## src/rtl/ffv_pkg.sv

```systemverilog
package ffv_pkg;
    localparam int unsigned NBANK    = 2;
    localparam int unsigned BANK_NS  = 0;
    localparam int unsigned BANK_SEC = 1;

    typedef enum logic [1:0] {
        RES_RD    = 2'd0,
        RES_WR    = 2'd1,
        RES_UNDEF = 2'd2,
        RES_TRAP  = 2'd3
    } res_e;

    typedef struct packed {
        res_e res;
        logic use_sec;
        logic trap64;
    } verdict_t;

    typedef enum logic {
        ST_IDLE = 1'b0,
        ST_ACK  = 1'b1
    } rsp_state_e;
endpackage

```

## src/rtl/ffv_decode.sv

```systemverilog
module ffv_decode
    import ffv_pkg::*;
#(
    parameter bit         PRESENT = 1'b1,
    parameter logic [3:0] SEL_CP  = 4'd15,
    parameter logic [2:0] SEL_OP1 = 3'd0,
    parameter logic [3:0] SEL_CRN = 4'd6,
    parameter logic [3:0] SEL_CRM = 4'd0,
    parameter logic [2:0] SEL_OP2 = 3'd2
) (
    input  logic       req_valid,
    input  logic       req_write,
    input  logic [3:0] req_cp,
    input  logic [2:0] req_op1,
    input  logic [3:0] req_crn,
    input  logic [3:0] req_crm,
    input  logic [2:0] req_op2,
    input  logic [1:0] cur_el,
    input  logic       sec_ns,
    input  logic       hyp_en,
    input  logic       hyp_is64,
    input  logic       trap_grp6,
    input  logic       trap_vm_rd,
    input  logic       trap_vm_wr,
    output logic       acc_hit,
    output verdict_t   verdict
);
    logic vm_trap;

    assign acc_hit = req_valid && (req_cp == SEL_CP) && (req_op1 == SEL_OP1)
                  && (req_crn == SEL_CRN) && (req_crm == SEL_CRM)
                  && (req_op2 == SEL_OP2);

    // Direction-specific virtual-memory trap control
    assign vm_trap = req_write ? trap_vm_wr : trap_vm_rd;

    always_comb begin
        verdict.res     = RES_UNDEF;
        verdict.use_sec = 1'b0;
        verdict.trap64  = 1'b0;
        if (PRESENT) begin
            unique case (cur_el)
                2'd0: verdict.res = RES_UNDEF;
                2'd1: begin
                    if (hyp_en && trap_grp6) begin
                        verdict.res    = RES_TRAP;
                        verdict.trap64 = hyp_is64;
                    end else if (hyp_en && vm_trap) begin
                        verdict.res    = RES_TRAP;
                        verdict.trap64 = hyp_is64;
                    end else begin
                        verdict.res = req_write ? RES_WR : RES_RD;
                    end
                end
                2'd2: verdict.res = req_write ? RES_WR : RES_RD;
                2'd3: begin
                    verdict.res     = req_write ? RES_WR : RES_RD;
                    verdict.use_sec = !sec_ns;
                end
                default: verdict.res = RES_UNDEF;
            endcase
        end
    end
endmodule

```

## src/rtl/ffv_store.sv

```systemverilog
module ffv_store
    import ffv_pkg::*;
#(
    parameter int unsigned VA_W = 32
) (
    input  logic            clk,
    input  logic            rst_n,
    input  logic            wr_en,
    input  logic            wr_sec,
    input  logic [VA_W-1:0] wr_data,
    input  logic            cap_en,
    input  logic            cap_sec,
    input  logic [VA_W-1:0] cap_data,
    output logic [VA_W-1:0] sec_q,
    output logic [VA_W-1:0] nsec_q
);
    logic [VA_W-1:0] bank_q [NBANK];

    for (genvar b = 0; b < NBANK; b++) begin : g_bank
        localparam logic SEL = (b == BANK_SEC);
        // Entries carry no reset: contents undefined until first update
        always_ff @(posedge clk) begin
            if (cap_en && (cap_sec == SEL)) begin
                bank_q[b] <= cap_data;
            end else if (wr_en && (wr_sec == SEL)) begin
                bank_q[b] <= wr_data;
            end
        end
    end

    assign sec_q  = bank_q[BANK_SEC];
    assign nsec_q = bank_q[BANK_NS];

    // a capture lands in the entry it names
    a_r10_capture_stored: assert property (@(posedge clk) disable iff (!rst_n)
        cap_en |=> (($past(cap_sec) ? sec_q : nsec_q) === $past(cap_data)));

    // capture beats a colliding software write
    a_r11_capture_wins: assert property (@(posedge clk) disable iff (!rst_n)
        (cap_en && wr_en && (cap_sec == wr_sec) && (cap_data != wr_data))
        |=> (($past(cap_sec) ? sec_q : nsec_q) !== $past(wr_data)));
endmodule

```

## src/rtl/ffv_rsp_fsm.sv

```systemverilog
module ffv_rsp_fsm
    import ffv_pkg::*;
#(
    parameter int unsigned        VA_W      = 32,
    parameter int unsigned        CODE_W    = 6,
    parameter logic [CODE_W-1:0]  TRAP_CODE = 6'h03
) (
    input  logic              clk,
    input  logic              rst_n,
    input  logic              acc_hit,
    input  verdict_t          verdict,
    input  logic [VA_W-1:0]   sec_q,
    input  logic [VA_W-1:0]   nsec_q,
    output logic              rsp_valid,
    output logic [1:0]        rsp_kind,
    output logic [VA_W-1:0]   rsp_rdata,
    output logic [CODE_W-1:0] rsp_code,
    output logic              rsp_trap64
);
    rsp_state_e state_q, state_d;

    // State register
    always_ff @(posedge clk or negedge rst_n) begin
        if (!rst_n) state_q <= ST_IDLE;
        else        state_q <= state_d;
    end

    // Transitions: ACCEPT, CHAIN, RELEASE
    always_comb begin
        state_d = state_q;
        unique case (state_q)
            ST_IDLE: state_d = acc_hit ? ST_ACK : ST_IDLE;
            ST_ACK:  state_d = acc_hit ? ST_ACK : ST_IDLE;
            default: state_d = ST_IDLE;
        endcase
    end

    // Output register, loaded on each accepted request
    always_ff @(posedge clk or negedge rst_n) begin
        if (!rst_n) begin
            rsp_kind   <= RES_UNDEF;
            rsp_rdata  <= '0;
            rsp_code   <= '0;
            rsp_trap64 <= 1'b0;
        end else if (acc_hit) begin
            rsp_kind   <= verdict.res;
            rsp_rdata  <= (verdict.res == RES_RD)
                        ? (verdict.use_sec ? sec_q : nsec_q) : '0;
            rsp_code   <= (verdict.res == RES_TRAP) ? TRAP_CODE : '0;
            rsp_trap64 <= (verdict.res == RES_TRAP) && verdict.trap64;
        end
    end

    assign rsp_valid = (state_q == ST_ACK);

    // every response pulse is preceded by an accepted request
    a_r2_rsp_follows_req: assert property (@(posedge clk) disable iff (!rst_n)
        rsp_valid |-> $past(acc_hit));

    // trap flag only accompanies a trap result
    a_r6_flag_only_on_trap: assert property (@(posedge clk) disable iff (!rst_n)
        (rsp_valid && rsp_trap64) |-> (rsp_kind == RES_TRAP));
endmodule

```

## src/rtl/fetch_fault_va_reg.sv

```systemverilog
module fetch_fault_va_reg
    import ffv_pkg::*;
#(
    parameter bit                 PRESENT   = 1'b1,
    parameter int unsigned        VA_W      = 32,
    parameter int unsigned        CODE_W    = 6,
    parameter logic [CODE_W-1:0]  TRAP_CODE = 6'h03
) (
    input  logic              clk,
    input  logic              rst_n,
    input  logic              req_valid,
    input  logic              req_write,
    input  logic [3:0]        req_cp,
    input  logic [2:0]        req_op1,
    input  logic [3:0]        req_crn,
    input  logic [3:0]        req_crm,
    input  logic [2:0]        req_op2,
    input  logic [VA_W-1:0]   req_wdata,
    input  logic [1:0]        cur_el,
    input  logic              sec_ns,
    input  logic              hyp_en,
    input  logic              hyp_is64,
    input  logic              mon_present,
    input  logic              mon_is32,
    input  logic              trap_grp6,
    input  logic              trap_vm_rd,
    input  logic              trap_vm_wr,
    input  logic              abort_valid,
    input  logic [VA_W-1:0]   abort_va,
    output logic              rsp_valid,
    output logic [1:0]        rsp_kind,
    output logic [VA_W-1:0]   rsp_rdata,
    output logic [CODE_W-1:0] rsp_code,
    output logic              rsp_trap64
);
    logic            acc_hit;
    verdict_t        verdict;
    logic [VA_W-1:0] sec_q, nsec_q;
    logic            wr_en, cap_sec, banked_cfg;

    // Banked and shared configurations both resolve EL1/EL2 to the NS entry
    assign banked_cfg = mon_present && mon_is32;
    assign wr_en      = acc_hit && (verdict.res == RES_WR);
    assign cap_sec    = (cur_el == 2'd3) && !sec_ns;

    ffv_decode #(.PRESENT(PRESENT)) u_decode (
        .req_valid (req_valid),
        .req_write (req_write),
        .req_cp    (req_cp),
        .req_op1   (req_op1),
        .req_crn   (req_crn),
        .req_crm   (req_crm),
        .req_op2   (req_op2),
        .cur_el    (cur_el),
        .sec_ns    (sec_ns),
        .hyp_en    (hyp_en),
        .hyp_is64  (hyp_is64),
        .trap_grp6 (trap_grp6),
        .trap_vm_rd(trap_vm_rd),
        .trap_vm_wr(trap_vm_wr),
        .acc_hit   (acc_hit),
        .verdict   (verdict)
    );

    ffv_store #(.VA_W(VA_W)) u_store (
        .clk     (clk),
        .rst_n   (rst_n),
        .wr_en   (wr_en),
        .wr_sec  (verdict.use_sec),
        .wr_data (req_wdata),
        .cap_en  (abort_valid),
        .cap_sec (cap_sec),
        .cap_data(abort_va),
        .sec_q   (sec_q),
        .nsec_q  (nsec_q)
    );

    ffv_rsp_fsm #(.VA_W(VA_W), .CODE_W(CODE_W), .TRAP_CODE(TRAP_CODE)) u_fsm (
        .clk       (clk),
        .rst_n     (rst_n),
        .acc_hit   (acc_hit),
        .verdict   (verdict),
        .sec_q     (sec_q),
        .nsec_q    (nsec_q),
        .rsp_valid (rsp_valid),
        .rsp_kind  (rsp_kind),
        .rsp_rdata (rsp_rdata),
        .rsp_code  (rsp_code),
        .rsp_trap64(rsp_trap64)
    );

    // an unselected encoding produces no response
    a_r1_miss_silent: assert property (@(posedge clk) disable iff (!rst_n)
        !acc_hit |=> !rsp_valid);

    // EL0 is always refused
    a_r3_el0_undef: assert property (@(posedge clk) disable iff (!rst_n)
        (acc_hit && (cur_el == 2'd0)) |=> (rsp_valid && (rsp_kind == RES_UNDEF)));

    // group trap at EL1 with kind from hypervisor width
    a_r4_group_trap: assert property (@(posedge clk) disable iff (!rst_n)
        (acc_hit && PRESENT && (cur_el == 2'd1) && hyp_en && trap_grp6)
        |=> ((rsp_kind == RES_TRAP) && (rsp_code == TRAP_CODE)
             && (rsp_trap64 == $past(hyp_is64))));

    // EL2 never traps
    a_r7_el2_no_trap: assert property (@(posedge clk) disable iff (!rst_n)
        (acc_hit && PRESENT && (cur_el == 2'd2)) |=> (rsp_kind != RES_TRAP));

    // a refused access disturbs neither entry
    a_r9_refused_stable: assert property (@(posedge clk) disable iff (!rst_n)
        (acc_hit && !abort_valid
         && ((verdict.res == RES_UNDEF) || (verdict.res == RES_TRAP)))
        |=> ((sec_q === $past(sec_q)) && (nsec_q === $past(nsec_q))));

    // absent register refuses everything
    a_r12_absent_undef: assert property (@(posedge clk) disable iff (!rst_n)
        (acc_hit && !PRESENT) |=> (rsp_kind == RES_UNDEF));

    // Configuration bit is informational to the bank choice
    a_r7_cfg_known: assert property (@(posedge clk) disable iff (!rst_n)
        (acc_hit && (cur_el == 2'd1) && !banked_cfg) |-> !verdict.use_sec);
endmodule

```

## config.mk

```make
export PLATFORM = sky130hd
export DESIGN_NAME = fetch_fault_va_reg
export DESIGN_NICKNAME = d
export VERILOG_FILES = /design/src/rtl/ffv_pkg.sv /design/src/rtl/ffv_decode.sv /design/src/rtl/ffv_store.sv /design/src/rtl/ffv_rsp_fsm.sv /design/src/rtl/fetch_fault_va_reg.sv
export SDC_FILE = /design/constraint.sdc
export NUM_CORES = 1
export LEC_CHECK = 0
export ABC_CLOCK_PERIOD_IN_PS = 1600
export BUFFER_PORTS_ARGS = -buffer_cell sky130_fd_sc_hd__buf_2
export CAP_MARGIN = 40
export CORE_MARGIN = 8
export CORE_UTILIZATION = 45
export DETAILED_ROUTE_END_ITERATION = 10
export PLACE_DENSITY = 0.73
export SKIP_LAST_GASP = 1
export SLEW_MARGIN = 20
export SYNTH_ARGS = -nofsm -noshare
export SYNTH_HDL_FRONTEND = slang
export SYNTH_HIERARCHICAL = 1
export SYNTH_SLANG_ARGS = --single-unit
```

## constraint.sdc

```tcl
create_clock -name clk -period 1.6 [get_ports clk]
set_input_delay 0.16 -clock clk [delete_from_list [all_inputs] [get_ports clk]]
set_output_delay 0.16 -clock clk [all_outputs]
set_load 0.01 [all_outputs]
```

## Word level (Yosys, flattened, before mapping)

Memories as Yosys holds them, arrays and structs flattened.
Cells that the tools add are included.

- Bits in latches: 0
- Register bits after elaboration: 42
- Output and inout port bits: 42
- Logic and storage cells: 67
- Memories: 1
- Input port bits: 97
- Memory bits (read-only): 0
- Memory bits (writable): 64

- Magnitude comparators: 0
- Reduce and logical (&&, ||, !) cells: 21
- Shift-type cells: 0
- Equality and inequality tests: 8
- Bitwise operators: 4
- Div/mod/pow operators: 0
- Add/sub/neg operators: 0
- $mul: 0
- Multiplexer cells: 28

Memory list:

| memory | words | width | rd ports | clocked after memory_dff | wr ports | RTL line | text |
|---|---|---|---|---|---|---|---|
| u_store.bank_q | 2 | 32 | 2 | 0 | 1 | ffv_store.sv:17 | `logic [VA_W-1:0] bank_q [NBANK];` |

Operator list:

| cell | number |
|---|---|
| 2-to-1 mux 32 bit | 5 |
| OR reduction 32 bit | 1 |
| 2-to-1 mux 1 bit | 19 |
| logical AND 1 bit | 14 |
| equality test 2 bit, second input constant | 3 |
| 2-to-1 mux 2 bit | 3 |
| one-hot mux 2 bit (3 select lines) | 1 |
| equality test 2 x 1 -> 1 bit, second input constant | 2 |
| equality test 4 x 3 -> 1 bit, second input constant | 1 |
| equality test 4 bit, second input constant | 1 |
| logical NOT 2 bit | 2 |
| logical NOT 4 bit | 1 |
| equality test 3 x 2 -> 1 bit, second input constant | 1 |
| logical NOT 3 bit | 1 |
| inverter 1 bit | 2 |
| bitwise OR 1 bit | 2 |
| OR reduction 2 bit | 1 |
| logical NOT 1 bit | 1 |

## Longest topological paths before layout

- Word-level depth: 14
- Mapped depth: 7
- Depth with buffers taken out: 6

## Modules after synthesis

The synthesis kept the hierarchy.

By module, submodules not included:

| module | seq. area each (sq um) | area an instance (sq um) | cells an instance | instances |
|---|---|---|---|---|
| ffv_store | 1921.8 | 2897.8 | 142 | 1 |
| ffv_rsp_fsm | 927.1 | 1788.0 | 160 | 1 |
| ffv_decode | 0.0 | 133.9 | 18 | 1 |
| fetch_fault_va_reg | 0.0 | 17.5 | 2 | 1 |

## Worst setup path after synthesis

OpenSTA, ideal clock, no wires.

- Path kind: in2reg
- Start point: in req_crm[1]
- End point: mem u_store.bank_q[0][0], enable pin
- Setup time: 0.466 ns
- Cell stages on the path: 6
- Required time: 1.134 ns
- Arrival: 3.566 ns
- Setup slack: -2.431 ns
- Cell sequence: nor4b_2 nand4_1 nor4b_2 and3b_1 inv_1 o21ai_0

- Longest elaborated chain between the ends: 11
- Elaborated cells between the ends (all ways): 17

Ends and longest elaborated chain:

| element | RTL line | text |
|---|---|---|
| start, declared | fetch_fault_va_reg.sv:16 | `input logic [3:0] req_crm,` |
| logical NOT 4 bit (*) | ffv_decode.sv:31 | `&& (req_crn == SEL_CRN) && (req_crm == SEL_CRM)` |
| logical AND 1 bit (*) | ffv_decode.sv:31 |  |
| logical AND 1 bit (*) | ffv_decode.sv:32 | `&& (req_op2 == SEL_OP2);` |
| named net acc_hit | fetch_fault_va_reg.sv:36 | `logic acc_hit;` |
| logical AND 1 bit (*) | fetch_fault_va_reg.sv:43 | `assign wr_en = acc_hit && (verdict.res == RES_WR);` |
| named net wr_en | fetch_fault_va_reg.sv:39 | `logic wr_en, cap_sec, banked_cfg;` |
| logical AND 1 bit | ffv_store.sv:25 | `end else if (wr_en && (wr_sec == SEL)) begin` |
| 2-to-1 mux 1 bit | ffv_store.sv:25 |  |
| 2-to-1 mux 1 bit | ffv_store.sv:23 | `if (cap_en && (cap_sec == SEL)) begin` |
| 2-to-1 mux 1 bit (not written as such) | ffv_store.sv:26 | `bank_q[b] <= wr_data;` |
| bitwise OR 1 bit (no source line) | -- |  |
| OR reduction 32 bit (no source line) | -- |  |
| 2-to-1 mux 1 bit (no source line) | -- |  |
| end, declared | ffv_store.sv:17 |  |

The timed path passes the listed nets; every way through them passes the cells marked *.

## Worst setup path in the final report

- Start point: in req_crm[1]
- End point: mem u_store.bank_q[0][8], enable pin

The elaborated chain is that of the path after synthesis.

==> impl_metrics.yaml <==
yosys:
  synthDistinctLibCells: 31
  post_synthesis_cell_type_with_the_largest_combined_area: "edfxtp_1"
  async_reset_ff_share_pct: 36.6
  synth_seq_cells: 101
  yosys.cell_count.top_type: "edfxtp_1"
  synth_common_cells: "64 x edfxtp_1, 36 x dfrtp_1, 36 x inv_1"
  yosys_warnings: 6
  syn_inst: 322
  synthTopCellsByArea: "edfxtp_1 40%, dfrtp_1 19%, mux2_4 10%"
  synth_top_area_share_pct: 39.7
  synth_enable_flop_cells: 64
  synthFlopType: "edfxtp_1"
  syn_area_um2: 4840
  synth-seq-area-share_pct: 58.9
  synth_area_per_cell_um2: 15.0
setup_path:
  crit_path_start: "req_crm[1]"
  worst_setup_path_end_kind: "register"
  worstPathRequired_ns: 1.68
  reg2reg_to: "u_fsm/rsp_rdata[25]$_DFFE_PN0P_"
  cpPeakStageDelay_ns: 0.30
  cp_data_arrival_time_ns: 1.90
  timing_worst_setup_path_type: "in2reg"
  worst_path_max_delay_cell: "nor4b_4"
  path_common_cell: "buf_6"
  worst-r2r-cell-count: 2
  crit_path_cell_trace: "buf_6, nor4b_4, nand4_1, nor4b_4, and3b_2, buf_6, inv_2, o21ai_4, buf_6, clkbuf_16"
  crit_path_launch_type: "input port"
  timing.critical_path.to: "u_store/bank_q[0][8]$_DFFE_PP_"
  crit_path_max_fanout: 7
  r2r_setup_slack_ns: 0.71
  reg2reg_from: "u_store/bank_q[1][25]$_DFFE_PP_"
final_layout:
  nNetsFinal: 581
  drive_above_1_share_pct: 60.5
  fin_util_pct: 62.6
  seqCellArea_um2: 2850
  multi_input_combinational_cell_area_um2: 2000
  flow.area_growth_from_synthesis_pct: 37.9
  antenna-diode-count: 0
  final.fill_count: 813
  layoutNonFillerInstCount: 629
clock_network:
  tritoncts_num_sinks: 101
  clock_tree_from_tritoncts: "done"
  cts.clk_slew.worst_paths_ns: 0.11
  worst_skew_pair.late_latency_ns: 0.36
  total_clock_buffers_created_by_cts: 9
  h-tree-depth: 3
  cts_max_path_buffers: 2
  cts_root_buf: "clkbuf_8"
placed_design:
  place.port_buffers: 132
  post-place-cells: 596
  detailed_place_hpwl_mm: 7.85
  finalWeightedCongestion: 0.738
  detailedPlace.worstSlack_ns: -0.564
detailed_routing:
  routed-via-count: 3163
  remaining_drc_errors: 0
  route.final.wire_length_mm: 11.9
  route.detailed.vias_per_inst: 5.03
  drt.antenna.violating_nets: 0
  detail_route.wl_per_cell_um: 18.9
  drtPass1Iterations: 4
  first_iter_violations: 151
sta:
  post-route-period-util_pct: 114
  skew_ns: 0.0154
  fin_crit_ns: 1.82
  hold_ws_ns: 0.102
  drv_slew: 0
  fmax_ghz: 0.548
  rsz_0062_raised_after_global_routing: "yes"
  timing.final.setup_violations: 160
  worst_slack_ns: -0.224
  finalHoldViolCount: 0
status:
  violations: "setup timing"
  status: "finished, violations left"
floorplan:
  fp-row-count: 38
  die_width_um: 120
  core_um2: 10700
  fp.dieH_um: 120
  die-area_um2: 14300
  io_pins: 139
  initial_core_util_pct: 45.4
min_path:
  holdCritPathClass: "in2reg"
power_and_ir_drop:
  total_leakage_power_nw: 2.97
  design_power_total_mw: 5.29
  worst_ir_drop_on_vdd_uv: 503
  cellPowerDensity_nw_per_um2: 793
grt:
  grt.overflow.total: 0
  first_global_vias: 3396
  pin_count_of_the_biggest_net_entering_global_routing: 40
  grt_pass1_wl_mm: 17.3
  number_of_antenna_violations_at_the_first_check_in_global_routing: 0
  grt_util_all_layers_pct: 15.1
run:
  timing.max_cap.violations: 0
where the power goes:
part	switching, mW	internal, mW	leakage, nW
registers	0.0259	2.89	0.936
logic	0.247	0.310	1.92
clock network	0.913	0.906	0.117
state kept, by name, summed over array words and instances (netlist names):
| signal | flops |
|---|---|
| u_fsm/rsp_code | 1 |
| u_store/bank_q | 64 |
| u_fsm/rsp_valid | 1 |
| u_fsm/rsp_kind | 2 |
| u_fsm/rsp_trap64 | 1 |
| u_fsm/rsp_rdata | 32 |
per-stage QoR:
step	instance area, um2	setup TNS, ns
floorplan	4900	-57.20
global placement	5810	-77.42
detailed placement	5810	-80.13
CTS	6230	-16.31
global route	6670	-38.37
finish	6670	-24.59
final cells by class:
cell class | count | share of cell area, %
inverter | 36 | 2.03
tap | 140 | 2.63
sequential | 101 | 42.7
clock buffer | 9 | 1.86
clock inverter | 7 | 1.61
timing repair buffer | 169 | 19.2
multi-input combinational | 167 | 30.0
placed cells by master (no fill, tap or decap), drive strengths merged, types with 4 or more instances in the layout:
cell,Yosys,layout
edfxtp,64,64
mux2,67,67
nand2,5,7
o22ai,32,32
mux2i,32,32
inv,36,38
conb,1,4
buf,20,161
o21ai,6,6
clkbuf,3,16
dfrtp,36,36
worst max-delay path, delay by kind of cell:
family,cells,cell delay (ns)
buffers and inverters,5,0.54
AOI/OAI and AO/OA,1,0.14
and+or+nand+nor,4,1.04
cell families (layout without fill, tap and decap cells):
group	count (synthesis)	count (layout)	synth area share [%]
DFF	101	101	58.9
muxes	99	99	24.8
buffers and inverters	59	221	6.52
AOI/OAI and AO/OA	39	39	5.77
and+or+nand+nor	23	25	3.96
other	1	4	0.0775
per-layer routing:
metal,part of all wire [%],wire (um),GRT usage [%],vias to the layer above
met2,53,6280,26.9,98
li1,-,-,-,1502
met3,5.2,624,3.52,11
met5,0,0,0,-
met1,41,4870,17.6,1552
met4,1.2,137,4.84,0
what timing repair did:
item | 4_1_cts | 5_1_grt
setup buffers | 5 | 3
cloned | 2 | 8
endpoints found under the hold margin | 13 | 0
endpoints found under the setup margin | 130 | 162
hold buffers | 1 | 0
gates resized for setup | 13 | 42
pin swaps | 0 | 3
worst min-delay path by stage:
stage	startpoint	to	slack, ns	cells after the start
global route	abort_va[19]	u_store/bank_q[1][19]$_DFFE_PP_	0.08	2
CTS	abort_va[19]	u_store/bank_q[1][19]$_DFFE_PP_	0.09	2
global placement	rst_n	u_fsm/rsp_rdata[21]$_DFFE_PN0P_	0.10	1
floorplan	rst_n	u_fsm/rsp_code[0]$_DFFE_PN0P_	-0.14	0
detailed placement	rst_n	u_fsm/rsp_rdata[21]$_DFFE_PN0P_	0.11	1
finish	req_wdata[19]	u_store/bank_q[1][19]$_DFFE_PP_	0.10	2
(Power assumes the default switching activity.)
